<file path="src/rtl/tick_timer_pkg.sv">
package tick_timer_pkg;

  // Register byte offsets
  localparam int unsigned OFF_CTRL = 0;
  localparam int unsigned OFF_RLD  = 4;
  localparam int unsigned OFF_CUR  = 8;

  // Control register bit positions
  localparam int unsigned BIT_EN   = 0;
  localparam int unsigned BIT_IE   = 1;
  localparam int unsigned BIT_SRC  = 2;
  localparam int unsigned BIT_FLAG = 16;

  typedef struct packed {
    logic src;
    logic ie;
    logic en;
  } ctrl_t;

  // Value the counter takes on an enabled tick
  function automatic logic [31:0] next_count(input logic [31:0] cur,
                                             input logic [31:0] rld);
    if (cur == 32'd0) return rld;
    return cur - 32'd1;
  endfunction

  // A tick at this value produces the step to zero
  function automatic logic is_wrap(input logic [31:0] cur);
    return cur == 32'd1;
  endfunction

endpackage

</file>
<file path="src/rtl/tick_timer_src.sv">
module tick_timer_src #(
  parameter int unsigned DIV  = 4,
  parameter int unsigned SYNC = 2
) (
  input  logic clk_i,
  input  logic rst_ni,
  input  logic prec_clk_i,
  input  logic en_i,
  input  logic use_sys_i,
  output logic tick_o
);

  // Synchronizer chain plus one extra stage for edge detection
  logic [SYNC:0] sync_q;
  logic          rise_w;
  logic          stb_w;

  always_ff @(posedge clk_i) begin
    if (!rst_ni) sync_q <= '0;
    else         sync_q <= {sync_q[SYNC-1:0], prec_clk_i};
  end

  assign rise_w = sync_q[SYNC-1] & ~sync_q[SYNC];

  generate
    if (DIV <= 1) begin : g_nodiv
      assign stb_w = rise_w;
    end else begin : g_div
      localparam int unsigned DW = $clog2(DIV);
      localparam logic [DW-1:0] LAST = DW'(DIV - 1);
      logic [DW-1:0] div_q;

      always_ff @(posedge clk_i) begin
        if (!rst_ni) begin
          div_q <= '0;
        end else if (rise_w) begin
          if (div_q == LAST) div_q <= '0;
          else               div_q <= div_q + 1'b1;
        end
      end

      assign stb_w = rise_w && (div_q == LAST);
    end
  endgenerate

  assign tick_o = en_i & (use_sys_i | stb_w);

endmodule

</file>
<file path="src/rtl/tick_timer_cnt.sv">
module tick_timer_cnt
  import tick_timer_pkg::*;
#(
  parameter int unsigned CNT_W = 24
) (
  input  logic             clk_i,
  input  logic             rst_ni,
  input  logic             tick_i,
  input  logic             clear_i,
  input  logic [CNT_W-1:0] reload_i,
  output logic [CNT_W-1:0] cnt_o,
  output logic             wrap_o
);

  logic [CNT_W-1:0] cnt_q;

  always_ff @(posedge clk_i) begin
    if (!rst_ni)      cnt_q <= '0;
    else if (clear_i) cnt_q <= '0;
    else if (tick_i)  cnt_q <= CNT_W'(next_count(32'(cnt_q), 32'(reload_i)));
  end

  // A clear in the same cycle suppresses the wrap
  assign wrap_o = tick_i && !clear_i && is_wrap(32'(cnt_q));
  assign cnt_o  = cnt_q;

endmodule

</file>
<file path="src/rtl/tick_timer_regs.sv">
module tick_timer_regs
  import tick_timer_pkg::*;
#(
  parameter int unsigned ADDR_W = 4,
  parameter int unsigned DATA_W = 32,
  parameter int unsigned CNT_W  = 24
) (
  input  logic              clk_i,
  input  logic              rst_ni,
  input  logic [ADDR_W-1:0] bus_addr_i,
  input  logic              bus_we_i,
  input  logic              bus_re_i,
  input  logic [DATA_W-1:0] bus_wdata_i,
  output logic [DATA_W-1:0] bus_rdata_o,
  input  logic [CNT_W-1:0]  cnt_i,
  input  logic              wrap_i,
  output ctrl_t             ctrl_o,
  output logic [CNT_W-1:0]  reload_o,
  output logic              cur_wr_o,
  output logic              ctrl_rd_o,
  output logic              flag_o,
  output logic              irq_o
);

  localparam logic [ADDR_W-1:0] A_CTRL = ADDR_W'(OFF_CTRL);
  localparam logic [ADDR_W-1:0] A_RLD  = ADDR_W'(OFF_RLD);
  localparam logic [ADDR_W-1:0] A_CUR  = ADDR_W'(OFF_CUR);

  ctrl_t            ctrl_q;
  logic [CNT_W-1:0] reload_q;
  logic             flag_q;
  logic             irq_q;
  logic             ctrl_wr_w;
  logic             rld_wr_w;

  assign ctrl_wr_w = bus_we_i && (bus_addr_i == A_CTRL);
  assign rld_wr_w  = bus_we_i && (bus_addr_i == A_RLD);
  assign cur_wr_o  = bus_we_i && (bus_addr_i == A_CUR);
  assign ctrl_rd_o = bus_re_i && (bus_addr_i == A_CTRL);

  always_ff @(posedge clk_i) begin
    if (!rst_ni) begin
      ctrl_q <= '0;
    end else if (ctrl_wr_w) begin
      ctrl_q.en  <= bus_wdata_i[BIT_EN];
      ctrl_q.ie  <= bus_wdata_i[BIT_IE];
      ctrl_q.src <= bus_wdata_i[BIT_SRC];
    end
  end

  always_ff @(posedge clk_i) begin
    if (!rst_ni)       reload_q <= '0;
    else if (rld_wr_w) reload_q <= bus_wdata_i[CNT_W-1:0];
  end

  // Set has priority over the read clear
  always_ff @(posedge clk_i) begin
    if (!rst_ni)                     flag_q <= 1'b0;
    else if (wrap_i)                 flag_q <= 1'b1;
    else if (ctrl_rd_o || cur_wr_o)  flag_q <= 1'b0;
  end

  always_ff @(posedge clk_i) begin
    if (!rst_ni) irq_q <= 1'b0;
    else         irq_q <= wrap_i && ctrl_q.ie;
  end

  always_comb begin
    bus_rdata_o = '0;
    if (bus_addr_i == A_CTRL) begin
      bus_rdata_o[BIT_EN]   = ctrl_q.en;
      bus_rdata_o[BIT_IE]   = ctrl_q.ie;
      bus_rdata_o[BIT_SRC]  = ctrl_q.src;
      bus_rdata_o[BIT_FLAG] = flag_q;
    end else if (bus_addr_i == A_RLD) begin
      bus_rdata_o[CNT_W-1:0] = reload_q;
    end else if (bus_addr_i == A_CUR) begin
      bus_rdata_o[CNT_W-1:0] = cnt_i;
    end
  end

  logic unused_wdata;
  assign unused_wdata = ^bus_wdata_i[DATA_W-1:CNT_W];

  assign ctrl_o   = ctrl_q;
  assign reload_o = reload_q;
  assign flag_o   = flag_q;
  assign irq_o    = irq_q;

endmodule

</file>
<file path="src/rtl/tick_timer.sv">
module tick_timer
  import tick_timer_pkg::*;
#(
  parameter int unsigned ADDR_W    = 4,
  parameter int unsigned DATA_W    = 32,
  parameter int unsigned CNT_W     = 24,
  parameter int unsigned PREC_DIV  = 4,
  parameter int unsigned SYNC_STG  = 2
) (
  input  logic              clk_i,
  input  logic              rst_ni,
  input  logic              prec_clk_i,
  input  logic [ADDR_W-1:0] bus_addr_i,
  input  logic              bus_we_i,
  input  logic              bus_re_i,
  input  logic [DATA_W-1:0] bus_wdata_i,
  output logic [DATA_W-1:0] bus_rdata_o,
  output logic              irq_o
);

  // Named internal events, also used by the bound checker
  ctrl_t            ctrl_w;
  logic [CNT_W-1:0] reload_w;
  logic [CNT_W-1:0] cnt_w;
  logic             tick_w;
  logic             wrap_w;
  logic             cur_wr_w;
  logic             ctrl_rd_w;
  logic             flag_w;
  logic             ie_w;

  assign ie_w = ctrl_w.ie;

  tick_timer_src #(
    .DIV  (PREC_DIV),
    .SYNC (SYNC_STG)
  ) u_src (
    .clk_i      (clk_i),
    .rst_ni     (rst_ni),
    .prec_clk_i (prec_clk_i),
    .en_i       (ctrl_w.en),
    .use_sys_i  (ctrl_w.src),
    .tick_o     (tick_w)
  );

  tick_timer_cnt #(
    .CNT_W (CNT_W)
  ) u_cnt (
    .clk_i    (clk_i),
    .rst_ni   (rst_ni),
    .tick_i   (tick_w),
    .clear_i  (cur_wr_w),
    .reload_i (reload_w),
    .cnt_o    (cnt_w),
    .wrap_o   (wrap_w)
  );

  tick_timer_regs #(
    .ADDR_W (ADDR_W),
    .DATA_W (DATA_W),
    .CNT_W  (CNT_W)
  ) u_regs (
    .clk_i       (clk_i),
    .rst_ni      (rst_ni),
    .bus_addr_i  (bus_addr_i),
    .bus_we_i    (bus_we_i),
    .bus_re_i    (bus_re_i),
    .bus_wdata_i (bus_wdata_i),
    .bus_rdata_o (bus_rdata_o),
    .cnt_i       (cnt_w),
    .wrap_i      (wrap_w),
    .ctrl_o      (ctrl_w),
    .reload_o    (reload_w),
    .cur_wr_o    (cur_wr_w),
    .ctrl_rd_o   (ctrl_rd_w),
    .flag_o      (flag_w),
    .irq_o       (irq_o)
  );

endmodule

</file>
<file path="config.mk">
export PLATFORM = sky130hd
export DESIGN_NAME = tick_timer
export DESIGN_NICKNAME = d
export VERILOG_FILES = /design/src/rtl/tick_timer_pkg.sv /design/src/rtl/tick_timer_src.sv /design/src/rtl/tick_timer_cnt.sv /design/src/rtl/tick_timer_regs.sv /design/src/rtl/tick_timer.sv
export SDC_FILE = /design/constraint.sdc
export NUM_CORES = 1
export LEC_CHECK = 0
export BUFFER_PORTS_ARGS = -buffer_cell sky130_fd_sc_hd__buf_2
export CAP_MARGIN = 10
export CORE_ASPECT_RATIO = 0.8
export CORE_MARGIN = 3
export CORE_UTILIZATION = 50
export CTS_CLUSTER_SIZE = 8
export DETAILED_ROUTE_END_ITERATION = 12
export PLACE_DENSITY = 0.75
export SYNTH_ARGS = -nofsm -noshare
export SYNTH_HDL_FRONTEND = slang
export SYNTH_SLANG_ARGS = --single-unit
</file>
<file path="constraint.sdc">
create_clock -name clk_i -period 4.5 [get_ports clk_i]
set_clock_uncertainty 0.05 [all_clocks]
set_input_delay 0.225 -clock clk_i [delete_from_list [all_inputs] [get_ports clk_i]]
set_output_delay 0.225 -clock clk_i [all_outputs]
set_load 0.1 [all_outputs]
</file>
==> impl_metrics.py, run 1 <==
metrics = {
    "routing": {
        "wl_met2_mm": 3.83,
        "drtIter0Drc": 213,
        "wl_met1_mm": 4.30,
        "route.met3.wl_um": 840,
        "vias_per_cell": 5.99,
        "vias": 3328,
        "ant_nets": 0,
        "first_pass_iters": 6,
        "top_layer_used": "met4",
        "post_drt_wl_per_cell_um": 16.3,
        "wirelength_mm": 9.04,
        "drc": 0,
    },
    "sta": {
        "setup_viol": 0,
        "rsz0062_at_grt": "false",
        "setup_ws_ns": 1.89,
        "setup_tns_ns": 0,
        "fin_crit_sh_pct": 57.9,
        "max_freq_mhz": 384,
        "period_minus_slack_ns": 2.61,
        "worstMarginPinSlew_ns": 1.02,
        "hold_violations": 0,
        "drv_slew": 0,
        "maxSlewHeadroom_pct": 31.9,
    },
    "global_routing": {
        "grt_usage_pct": 26.0,
        "antenna_found_initial": 0,
        "grt_pass1_wl_mm": 15.2,
        "grt_max_degree": 32,
        "grt_overflow_total": 0,
        "grt_pass1_vias": 3077,
    },
    "place": {
        "place_area_mm2": 0.00347,
        "dp_hpwl_mm": 6.26,
        "dp.cells": 540,
        "numPortBuffers": 57,
        "gp_congestion": 0.967,
        "dp_slack_ns": 1.97,
    },
    "pwr": {
        "clkPwrFrac_pct": 46.9,
        "leakage_nw": 1.44,
        "switchingPower_mw": 0.287,
        "ir_drop_uv": 211,
        "p_int_mw": 0.864,
        "power_density_mw_per_mm2": 312,
        "seq_power_share_pct": 45.4,
        "sw_frac_of_total_pct": 24.9,
        "pwr-share-comb_pct": 7.7,
        "power.total_mw": 1.15,
    },
    "finish": {
        "area_delta_synth_final_pct": 15.2,
        "finalInstanceArea_mm2": 0.00369,
        "final_nets": 515,
        "seq_area_mm2": 0.00116,
        "layout_commonest_cell": "nand2_1",
        "mostFrequentLayoutCells": "nand2_1, dfxtp_1, buf_2",
        "nFillCells": 595,
        "fin_cells": 556,
        "drive_gt1_share_pct": 18.7,
        "multiInputGateArea_mm2": 0.00185,
        "diodes": 0,
    },
    "worst_hold_path": {
        "hp-class": "in2reg",
    },
    "worst_setup_path": {
        "r2r-end": "u_cnt.cnt_o[2]$_SDFFE_PP0P_",
        "critPathLaunch": "u_cnt.cnt_o[4]$_SDFFE_PP0P_",
        "end_kind": "flip-flop",
        "r2r_cells": 6,
        "startpoint_type": "flip-flop",
        "cp_max_fo": 14,
        "crit_required_ns": 4.69,
        "timing_worst_setup_path_type": "reg2reg",
        "r2r_start": "u_cnt.cnt_o[4]$_SDFFE_PP0P_",
        "cp.arrival_ns": 2.80,
        "rrSetupSlack_ns": 1.89,
        "endpoint": "u_cnt.cnt_o[2]$_SDFFE_PP0P_",
    },
    "clock_network": {
        "root_buffer": "clkbuf_8",
        "clock_latency_ns": 0.35,
        "post-cts-setup-buffers": 0,
        "cts.repair.resized": 0,
        "cts_sinks": 58,
        "cts_buffer_depth": 2,
        "numCtsBuffers": 9,
        "cts_tree": "done",
        "ctsHtreeMaxLevel": 3,
        "cts-hold-fix-buffers": 0,
        "cts.clk_slew.worst_paths_ns": 0.07,
    },
    "synth": {
        "synth_area_mm2": 0.00320,
        "synth_area_leader_cell": "dfxtp_1",
        "synthArstFlopShare_pct": 0,
        "yosysUniqueCellTypes": 59,
        "synth_edf_count": 0,
        "synth_top_area_share_pct": 36.3,
        "yosys_most_used_dff": "dfxtp_1",
        "syn_avg_cell_area_um2": 7.47,
        "ys_ff_latch": 58,
        "synth_area_leaders": "dfxtp_1, nand2_1, a21oi_1, a22oi_1, nor2_1",
        "yosysWarnings": 0,
        "ys_seq_area_share_pct": 36.2,
        "netlist_instances": 429,
    },
    "die": {
        "dieHeight_um": 77.6,
        "fp.dieArea_mm2": 0.00741,
        "die_w_um": 95.5,
        "rows": 25,
        "start_util_pct": 52.8,
        "io-pin-count": 74,
        "core_mm2": 0.00607,
    },
    "status": {
        "status": "complete, no violations",
    },
    "flow_run": {
        "drv_cap": 0,
    },
}
[cell families after synthesis]
logic type	Yosys count	share of synthesized area, %
buffers and inverters	49	7.03
and+or+nand+nor	195	29.5
DFF	58	36.2
AOI/OAI and AO/OA	114	23.0
adders and majority gates	4	1.56
other	1	0.117
muxes	8	2.54
[through the flow]
| step | utilization, % | hold slack (ns) |
|---|---|---|
| after floorplan | - | 0.297 |
| after global placement | 57.2 | 0.364 |
| after detailed placement | 57.2 | 0.377 |
| after CTS | 60.8 | 0.0289 |
| after global routing | 60.8 | 0.0431 |
| final | 60.8 | 0.0299 |
[worst min-delay path by stage]
stage | end | startpoint | cells past startpoint
5_1_grt | u_src.sync_q[0]$_SDFF_PN0_ | prec_clk_i | 2
3_5_place_dp | u_src.sync_q[1]$_SDFF_PN0_ | u_src.sync_q[0]$_SDFF_PN0_ | 1
6_report | u_src.sync_q[0]$_SDFF_PN0_ | prec_clk_i | 2
3_3_place_gp | u_src.sync_q[1]$_SDFF_PN0_ | u_src.sync_q[0]$_SDFF_PN0_ | 1
4_1_cts | u_src.sync_q[0]$_SDFF_PN0_ | prec_clk_i | 2
2_1_floorplan | u_src.sync_q[0]$_SDFF_PN0_ | rst_ni | 1
[state kept, by name, indices dropped and copies added, names as in the netlist]
signal	count
u_cnt.cnt_o	24
u_regs.flag_o	1
u_src.g_div.div_q	2
u_regs.ctrl_o	3
u_regs.reload_o	24
u_src.sync_q	3
u_regs.irq_o	1
[cells in the mapped netlist (2+ instances only)]
library cell,count
and2_1,3
o22ai_1,5
nand2b_1,2
dfxtp_1,58
a31oi_1,4
buf_4,9
o31ai_1,2
inv_1,9
o21ai_0,11
a22oi_1,23
nor2_1,44
buf_2,6
or2_1,2
a211oi_1,2
mux2i_1,7
a221oi_1,2
nor4_1,4
nand3_1,19
and3_1,3
nand4_1,5
o21a_1,3
or3_1,3
or4_1,5
o21ai_1,3
clkbuf_1,24
or2_2,2
nor3_1,13
ha_1,4
o311ai_0,4
a32oi_1,4
nand2_1,73
nor2b_1,4
a21oi_1,41
[critical path, cell delays in order (launching register included)]
cell and delay (ns):
dfxtp_1 0.36, nor3_4 0.37, nand4_2 0.37, nor2_1 0.65
buf_4 0.32, o21ai_0 0.10, a32o_1 0.27
[layer usage]
layer / up-vias / track usage, %
li1: 1604 / -
met1: 1552 / 38.8
met2: 162 / 37.5
met3: 10 / 6.49
met4: 0 / 5.68
met5: - / 0
[final cells by class]
cell class | instances | share of cell area (%)
clock inverter | 5 | 2.10
timing repair buffer | 63 | 8.95
tap | 81 | 2.75
clock buffer | 11 | 3.83
multi-input combinational | 329 | 50.0
sequential | 58 | 31.5
inverter | 9 | 0.915
[power groups by stage]
stage               clock network [mW]  registers, mW  logic, mW
floorplan                            0          0.532     0.0696
global route                     0.569          0.522     0.0961
global placement                     0          0.533     0.0869
finish                           0.539          0.522     0.0890
detailed placement                   0          0.533     0.0880
CTS                              0.544          0.522     0.0882
(Power assumes the default switching activity.)
==> run 2: changes to the inputs <==
--- a/config.mk
+++ b/config.mk
@@ -5,6 +5,7 @@
 export SDC_FILE = /design/constraint.sdc
 export NUM_CORES = 1
 export LEC_CHECK = 0
+export ABC_AREA = 1
 export BUFFER_PORTS_ARGS = -buffer_cell sky130_fd_sc_hd__buf_2
 export CAP_MARGIN = 10
 export CORE_ASPECT_RATIO = 0.8
@@ -12,7 +13,7 @@
 export CORE_UTILIZATION = 50
 export CTS_CLUSTER_SIZE = 8
 export DETAILED_ROUTE_END_ITERATION = 12
-export PLACE_DENSITY = 0.75
+export PLACE_DENSITY = 0.74
 export SYNTH_ARGS = -nofsm -noshare
 export SYNTH_HDL_FRONTEND = slang
 export SYNTH_SLANG_ARGS = --single-unit
==> constraint.sdc (replaced) <==
create_clock -name clk_i -period 2.58 [get_ports clk_i]
set_clock_uncertainty 0.05 [all_clocks]
set_input_delay 0.129 -clock clk_i [delete_from_list [all_inputs] [get_ports clk_i]]
set_output_delay 0.129 -clock clk_i [all_outputs]
set_load 0.1 [all_outputs]
==> run 2 against run 1 <==
Power up 63%; sequential share of layout area down 1.6 points; routed wire length up 3.5%; final area up 5.5%; critical path type is now in2out; critical endpoint is now bus_rdata_o[10].
==> impl_metrics.py, run 2 <==
metrics = {
    "finish": {
        "drive_gt1_share_pct": 17.9,
        "area_delta_synth_final_pct": 15.1,
        "layout_commonest_cell": "nand2_1",
        "mostFrequentLayoutCells": "nand2_1, inv_1, dfxtp_1",
        "fin_cells": 661,
        "diodes": 0,
        "final_nets": 617,
        "multiInputGateArea_mm2": 0.00181,
        "seq_area_mm2": 0.00116,
        "nFillCells": 606,
    },
    "global_routing": {
        "antenna_found_initial": 0,
        "grt_pass1_vias": 3209,
        "grt_max_degree": 49,
        "grt_overflow_total": 0,
        "grt_pass1_wl_mm": 14.9,
        "grt_usage_pct": 23.9,
    },
    "die": {
        "start_util_pct": 52.3,
        "rows": 26,
        "die_w_um": 98.0,
        "fp.dieArea_mm2": 0.00780,
        "core_mm2": 0.00647,
        "io-pin-count": 74,
        "dieHeight_um": 79.6,
    },
    "status": {
        "status": "complete, no violations",
    },
    "synth": {
        "yosys_most_used_dff": "dfxtp_1",
        "synth_area_leader_cell": "dfxtp_1",
        "netlist_instances": 517,
        "yosysWarnings": 0,
        "synthArstFlopShare_pct": 0,
        "ys_ff_latch": 58,
        "synth_area_mm2": 0.00338,
        "ys_seq_area_share_pct": 34.3,
        "yosysUniqueCellTypes": 31,
        "syn_avg_cell_area_um2": 6.54,
        "synth_edf_count": 0,
        "yosysMostFrequentCell": "nand2_1",
        "synth_common_cells": "nand2_1, inv_1, dfxtp_1, a21oi_1, nor2_1",
        "synth_top_area_share_pct": 34.3,
        "synth_area_leaders": "dfxtp_1, nand2_1, a21oi_1, inv_1, o21ai_0",
    },
    "place": {
        "numPortBuffers": 57,
        "dp_hpwl_mm": 6.52,
        "gp_congestion": 0.890,
        "dp.cells": 640,
    },
    "worst_setup_path": {
        "max_stage_delay_ns": 0.49,
        "startpoint_type": "input pin",
        "rrSetupSlack_ns": 0.66,
        "crit_required_ns": 2.40,
        "crit_chain": "buf_2, or2_2, nor3_1, inv_1, o22ai_1, buf_2",
        "r2r_start": "u_cnt.cnt_o[0]$_SDFFE_PP0P_",
        "crit_family": "buffers and inverters",
        "cp_max_fo": 24,
        "cp_slowest_cell": "buf_2",
        "crit_top_cell": "buf_2",
        "end_kind": "output pin",
        "timing_worst_setup_path_type": "in2out",
        "r2r-end": "u_cnt.cnt_o[18]$_SDFFE_PP0P_",
        "cp.arrival_ns": 2.07,
        "crit_buf_inv": 3,
        "r2r_cells": 9,
    },
    "sta": {
        "period_minus_slack_ns": 2.25,
        "max_freq_mhz": 444,
        "drv_slew": 0,
        "hold_violations": 0,
        "setup_tns_ns": 0,
        "setup_viol": 0,
        "rsz0062_at_grt": "false",
        "worstMarginPinSlew_ns": 0.898,
        "whs_ns": 0.0106,
        "fin_crit_sh_pct": 87.2,
        "maxSlewHeadroom_pct": 40.1,
    },
    "worst_hold_path": {
        "timing.hold.worst_endpoint": "u_regs.reload_o[5]$_SDFFE_PN0P_",
        "hold_depth": 3,
        "hp-class": "in2reg",
        "hp-start": "bus_wdata_i[5]",
    },
    "pwr": {
        "power.total_mw": 1.87,
        "ir_drop_uv": 287,
        "leakage_nw": 1.80,
        "power_density_mw_per_mm2": 481,
    },
    "clock_network": {
        "root_buffer": "clkbuf_8",
        "ctsHtreeMaxLevel": 3,
        "cts_tree": "done",
        "cts_sinks": 58,
        "cts.repair.resized": 0,
        "cts.clk_slew.worst_paths_ns": 0.07,
        "numCtsBuffers": 9,
        "clock_latency_ns": 0.35,
        "cts_buffer_depth": 2,
    },
    "routing": {
        "drc": 0,
        "post_drt_wl_per_cell_um": 14.1,
        "vias_per_cell": 5.36,
        "ant_nets": 0,
        "vias": 3546,
        "drtIter0Drc": 266,
        "wirelength_mm": 9.35,
        "first_pass_iters": 5,
    },
    "flow_run": {
        "drv_cap": 0,
    },
}
run 2: cell count changes in the layout (fill, tap and decap cells not counted), moves of 7 or more:
cell,previous run,this run
inv_1,9,67
nand2_1,73,117
o21ai_0,11,38
a22oi_1,23,0
nand3_1,19,37
o22ai_1,5,21
a21oi_1,41,53
nor3_1,13,3
mux2i_1,7,0
nand3_2,0,7
run 2: routing by layer:
layer  vias to the layer above  global-route usage [%]  part of all wire, %
li1                       1785                       -                    -
met1                      1590                    34.2                   49
met2                       157                    34.9                   42
met3                        14                    6.46                  8.8
met4                         0                    7.47                  1.1
met5                         -                       0                    0
run 2: kinds of logic after synthesis:
group	synth area share, %
compound gates	20.6
xor+xnor	0.777
flops	34.3
buf+inv	12.8
other cells	0.111
simple gates	29.9
fa+ha+maj	1.48
run 2: how the worst max path moves through the flow:
| stage | startpoint | to | slack, ns | cells after the start |
|---|---|---|---|---|
| floorplan | bus_addr_i[1] | bus_rdata_o[10] | -0.02 | 5 |
| global placement | bus_addr_i[1] | bus_rdata_o[2] | 0.41 | 6 |
| detailed placement | bus_addr_i[1] | bus_rdata_o[10] | 0.37 | 6 |
| CTS | bus_addr_i[1] | bus_rdata_o[10] | 0.36 | 6 |
| global route | bus_addr_i[1] | bus_rdata_o[10] | 0.24 | 6 |
| finish | bus_addr_i[1] | bus_rdata_o[10] | 0.33 | 6 |
run 2: repair_timing:
item                      4_1_cts  5_1_grt
hold endpoints to repair        5        0
hold buffers                    5        0
buffers inserted                0        0
run 2: power by group:
part	total, mW	switching [mW]	internal (mW)
logic	0.158	0.118	0.0402
registers	0.911	0.00414	0.907
clock network	0.805	0.421	0.384
total	1.87	0.543	1.33
run 2: layout make-up:
| type | count | share of cell area, % |
|---|---|---|
| Multi-Input combinational cell | 368 | 46.6 |
| Sequential cell | 58 | 29.8 |
| Timing Repair Buffer | 66 | 9.38 |
| Inverter | 69 | 6.68 |
| Clock buffer | 10 | 3.53 |
| Tap cell | 84 | 2.70 |
| Clock inverter | 6 | 1.29 |
run 2: worst reg2reg max path, stage by stage, from the launching register on:
cell and delay (ns):
dfxtp_1 0.31, inv_1 0.16, ha_1 0.27, nand2_1 0.17, nor2_2 0.29, nand2_1 0.15, o21ai_0 0.17, nand3_1 0.09
nand2_1 0.07, a21oi_1 0.07
run 2: through the flow:
stage	setup slack [ns]	util, %	area [µm²]
detailed placement	0.366	56.5	3660
floorplan	-0.0241	-	3410
finish	0.330	60.1	3890
global route	0.239	60.1	3890
CTS	0.364	60.1	3890
global placement	0.413	56.5	3660
==> run 3: changes to the inputs <==
--- a/config.mk
+++ b/config.mk
@@ -7,13 +7,12 @@
 export LEC_CHECK = 0
 export ABC_AREA = 1
 export BUFFER_PORTS_ARGS = -buffer_cell sky130_fd_sc_hd__buf_2
-export CAP_MARGIN = 10
 export CORE_ASPECT_RATIO = 0.8
 export CORE_MARGIN = 3
-export CORE_UTILIZATION = 50
+export CORE_UTILIZATION = 49
 export CTS_CLUSTER_SIZE = 8
 export DETAILED_ROUTE_END_ITERATION = 12
-export PLACE_DENSITY = 0.74
+export PLACE_DENSITY = 0.76
 export SYNTH_ARGS = -nofsm -noshare
 export SYNTH_HDL_FRONTEND = slang
 export SYNTH_SLANG_ARGS = --single-unit
==> constraint.sdc (replaced) <==
create_clock -name clk_i -period 1.81 [get_ports clk_i]
set_clock_uncertainty 0.05 [all_clocks]
set_input_delay 0.0905 -clock clk_i [delete_from_list [all_inputs] [get_ports clk_i]]
set_output_delay 0.0905 -clock clk_i [all_outputs]
set_load 0.1 [all_outputs]
==> run 3 against run 2 <==
Combinational power up 87%; die area up 1.9%; sequential power is 43% higher; first-iteration DRC count up 46%; setup slack got worse by 0.30 ns; routed wire length up 14%; register-to-register slack got worse by 0.63 ns; sequential share of layout area is 6.2 points lower; final cell count is 4.5% higher; via count is 9.1% higher; critical path type is now reg2reg.
==> impl_metrics.py, run 3 (synthesized netlist as in run 2, its figures left out) <==
metrics = {
    "sta": {
        "max_freq_mhz": 562,
        "maxSlewHeadroom_pct": 66.2,
        "period_minus_slack_ns": 1.78,
        "fin_crit_sh_pct": 98.2,
        "setup_ws_ns": 0.0317,
        "hold_violations": 0,
        "setup_viol": 0,
        "worstMarginPinSlew_ns": 0.506,
        "drv_slew": 0,
    },
    "routing": {
        "ant_nets": 0,
        "vias": 3867,
        "drc": 0,
        "post_drt_wl_per_cell_um": 15.5,
        "first_pass_iters": 7,
        "wirelength_mm": 10.7,
        "vias_per_cell": 5.60,
        "drtIter0Drc": 388,
    },
    "pwr": {
        "leakage_nw": 2.06,
        "power_density_mw_per_mm2": 601,
        "pwr-share-comb_pct": 10.0,
        "switchingPower_mw": 0.758,
        "power.total_mw": 2.96,
        "clkPwrFrac_pct": 46.1,
        "sw_frac_of_total_pct": 25.6,
        "ir_drop_uv": 571,
        "seq_power_share_pct": 44.0,
        "p_int_mw": 2.20,
    },
    "place": {
        "dp_hpwl_mm": 7.18,
        "dp_slack_ns": 0.0320,
        "gp_congestion": 0.902,
        "numPortBuffers": 57,
    },
    "worst_setup_path": {
        "crit_required_ns": 2.04,
        "cp_max_fo": 8,
        "cp.arrival_ns": 2.01,
        "timing_worst_setup_path_type": "reg2reg",
        "startpoint_type": "flip-flop",
        "end_kind": "flip-flop",
    },
    "clock_network": {
        "numCtsBuffers": 9,
        "cts_tree": "done",
        "clock_latency_ns": 0.35,
        "cts.clk_slew.worst_paths_ns": 0.07,
        "cts_buffer_depth": 2,
        "ctsHtreeMaxLevel": 3,
        "post-cts-setup-buffers": 0,
        "cts_sinks": 58,
        "root_buffer": "clkbuf_8",
    },
    "die": {
        "io-pin-count": 74,
        "core_mm2": 0.00654,
        "die_w_um": 98.9,
        "fp.dieArea_mm2": 0.00794,
        "dieHeight_um": 80.3,
        "start_util_pct": 51.7,
        "rows": 26,
    },
    "finish": {
        "diodes": 0,
        "area_delta_synth_final_pct": 45.3,
        "drive_gt1_share_pct": 23.7,
        "final_nets": 647,
        "mostFrequentLayoutCells": "nand2_1, inv_1, dfxtp_1",
        "layout_commonest_cell": "nand2_1",
    },
    "status": {
        "status": "complete, no violations",
    },
    "global_routing": {
        "grt_usage_pct": 27.2,
        "antenna_found_initial": 0,
        "grt_pass1_wl_mm": 17.3,
        "grt_pass1_vias": 3680,
        "grt_overflow_total": 0,
        "grt_max_degree": 49,
    },
    "flow_run": {
        "drv_cap": 0,
    },
    "worst_hold_path": {
        "hp-class": "in2reg",
    },
}
-- run 3: cell types whose count changed in the layout (fill, tap and decap cells not counted), moves of 3 or more --
cell	change
buf_12	+27
buf_2	-24
buf_4	+7
dlygate4sd3_1	+18
nand2_1	-4
nand2_2	+5
nor2_4	+3
o22ai_1	-20
o22ai_4	+19
-- run 3: timing repair --
item / 4_1_cts / 5_1_grt
endpoints found under the hold margin: 25 / 0
hold buffers: 23 / 0
endpoints found under the setup margin: 0 / 22
resized for setup: 0 / 13
-- run 3: final timing paths --
check | start | endpoint | depth (start not counted) | slack [ns]
hold / removal | bus_wdata_i[17] | u_regs.reload_o[17]$_SDFFE_PN0P_ | 3 | 0.008
hold reg to reg | u_src.sync_q[0]$_SDFF_PN0_ | u_src.sync_q[1]$_SDFF_PN0_ | 2 | 0.37
setup reg to reg | u_cnt.cnt_o[12]$_SDFFE_PP0P_ | u_cnt.cnt_o[10]$_SDFFE_PP0P_ | 9 | 0.03
setup / recovery | u_cnt.cnt_o[12]$_SDFFE_PP0P_ | u_cnt.cnt_o[10]$_SDFFE_PP0P_ | 9 | 0.03
-- run 3: worst max-delay path, cell delays in order, from the launching register on --
cell	delay, ns
dfxtp_1	0.35
nor2_1	0.22
nand2_1	0.15
nor2_4	0.22
nand2_4	0.09
clkinv_2	0.10
nand2_2	0.17
nand3_2	0.12
nand3_1	0.09
a21oi_1	0.15
-- run 3: power by group through the flow --
stage	combinational (mW)	clock, mW	sequential, mW
floorplan	0.191	0	1.33
global placement	0.245	0	1.33
detailed placement	0.250	0	1.33
CTS	0.286	1.37	1.30
global route	0.313	1.43	1.30
finish	0.295	1.36	1.30
-- run 3: area by class of cell --
cell class	count	area [µm²]
multi-input cells	370	2150
repair buffers	94	1020
inverters	69	264
clock inverters	5	77.6
flip-flops and latches	58	1160
well taps	84	105
fillers	464	1620
clock buffers	11	141
-- run 3: through the flow --
stage / cells / TNS (ns) / util [%] / hold WS [ns] / cell area (µm²)
finish: 691 / 0 / 75.2 / 0.00824 / 4910
floorplan: 524 / -3.82 / - / 0.138 / 3680
global placement: 650 / 0 / 67.3 / 0.225 / 4400
CTS: 689 / 0 / 74.1 / 0.00148 / 4850
detailed placement: 650 / 0 / 67.3 / 0.229 / 4400
global route: 691 / -0.202 / 75.2 / 0.0247 / 4910
-- run 3: routing by layer --
metal  global-route usage (%)  vias up  routed length [µm]
li1                         -     1856                   -
met1                     35.3     1732                4430
met2                     44.9      238                4890
met3                     6.34       41                1160
met4                     8.73        0                 204
met5                        0        -                   0
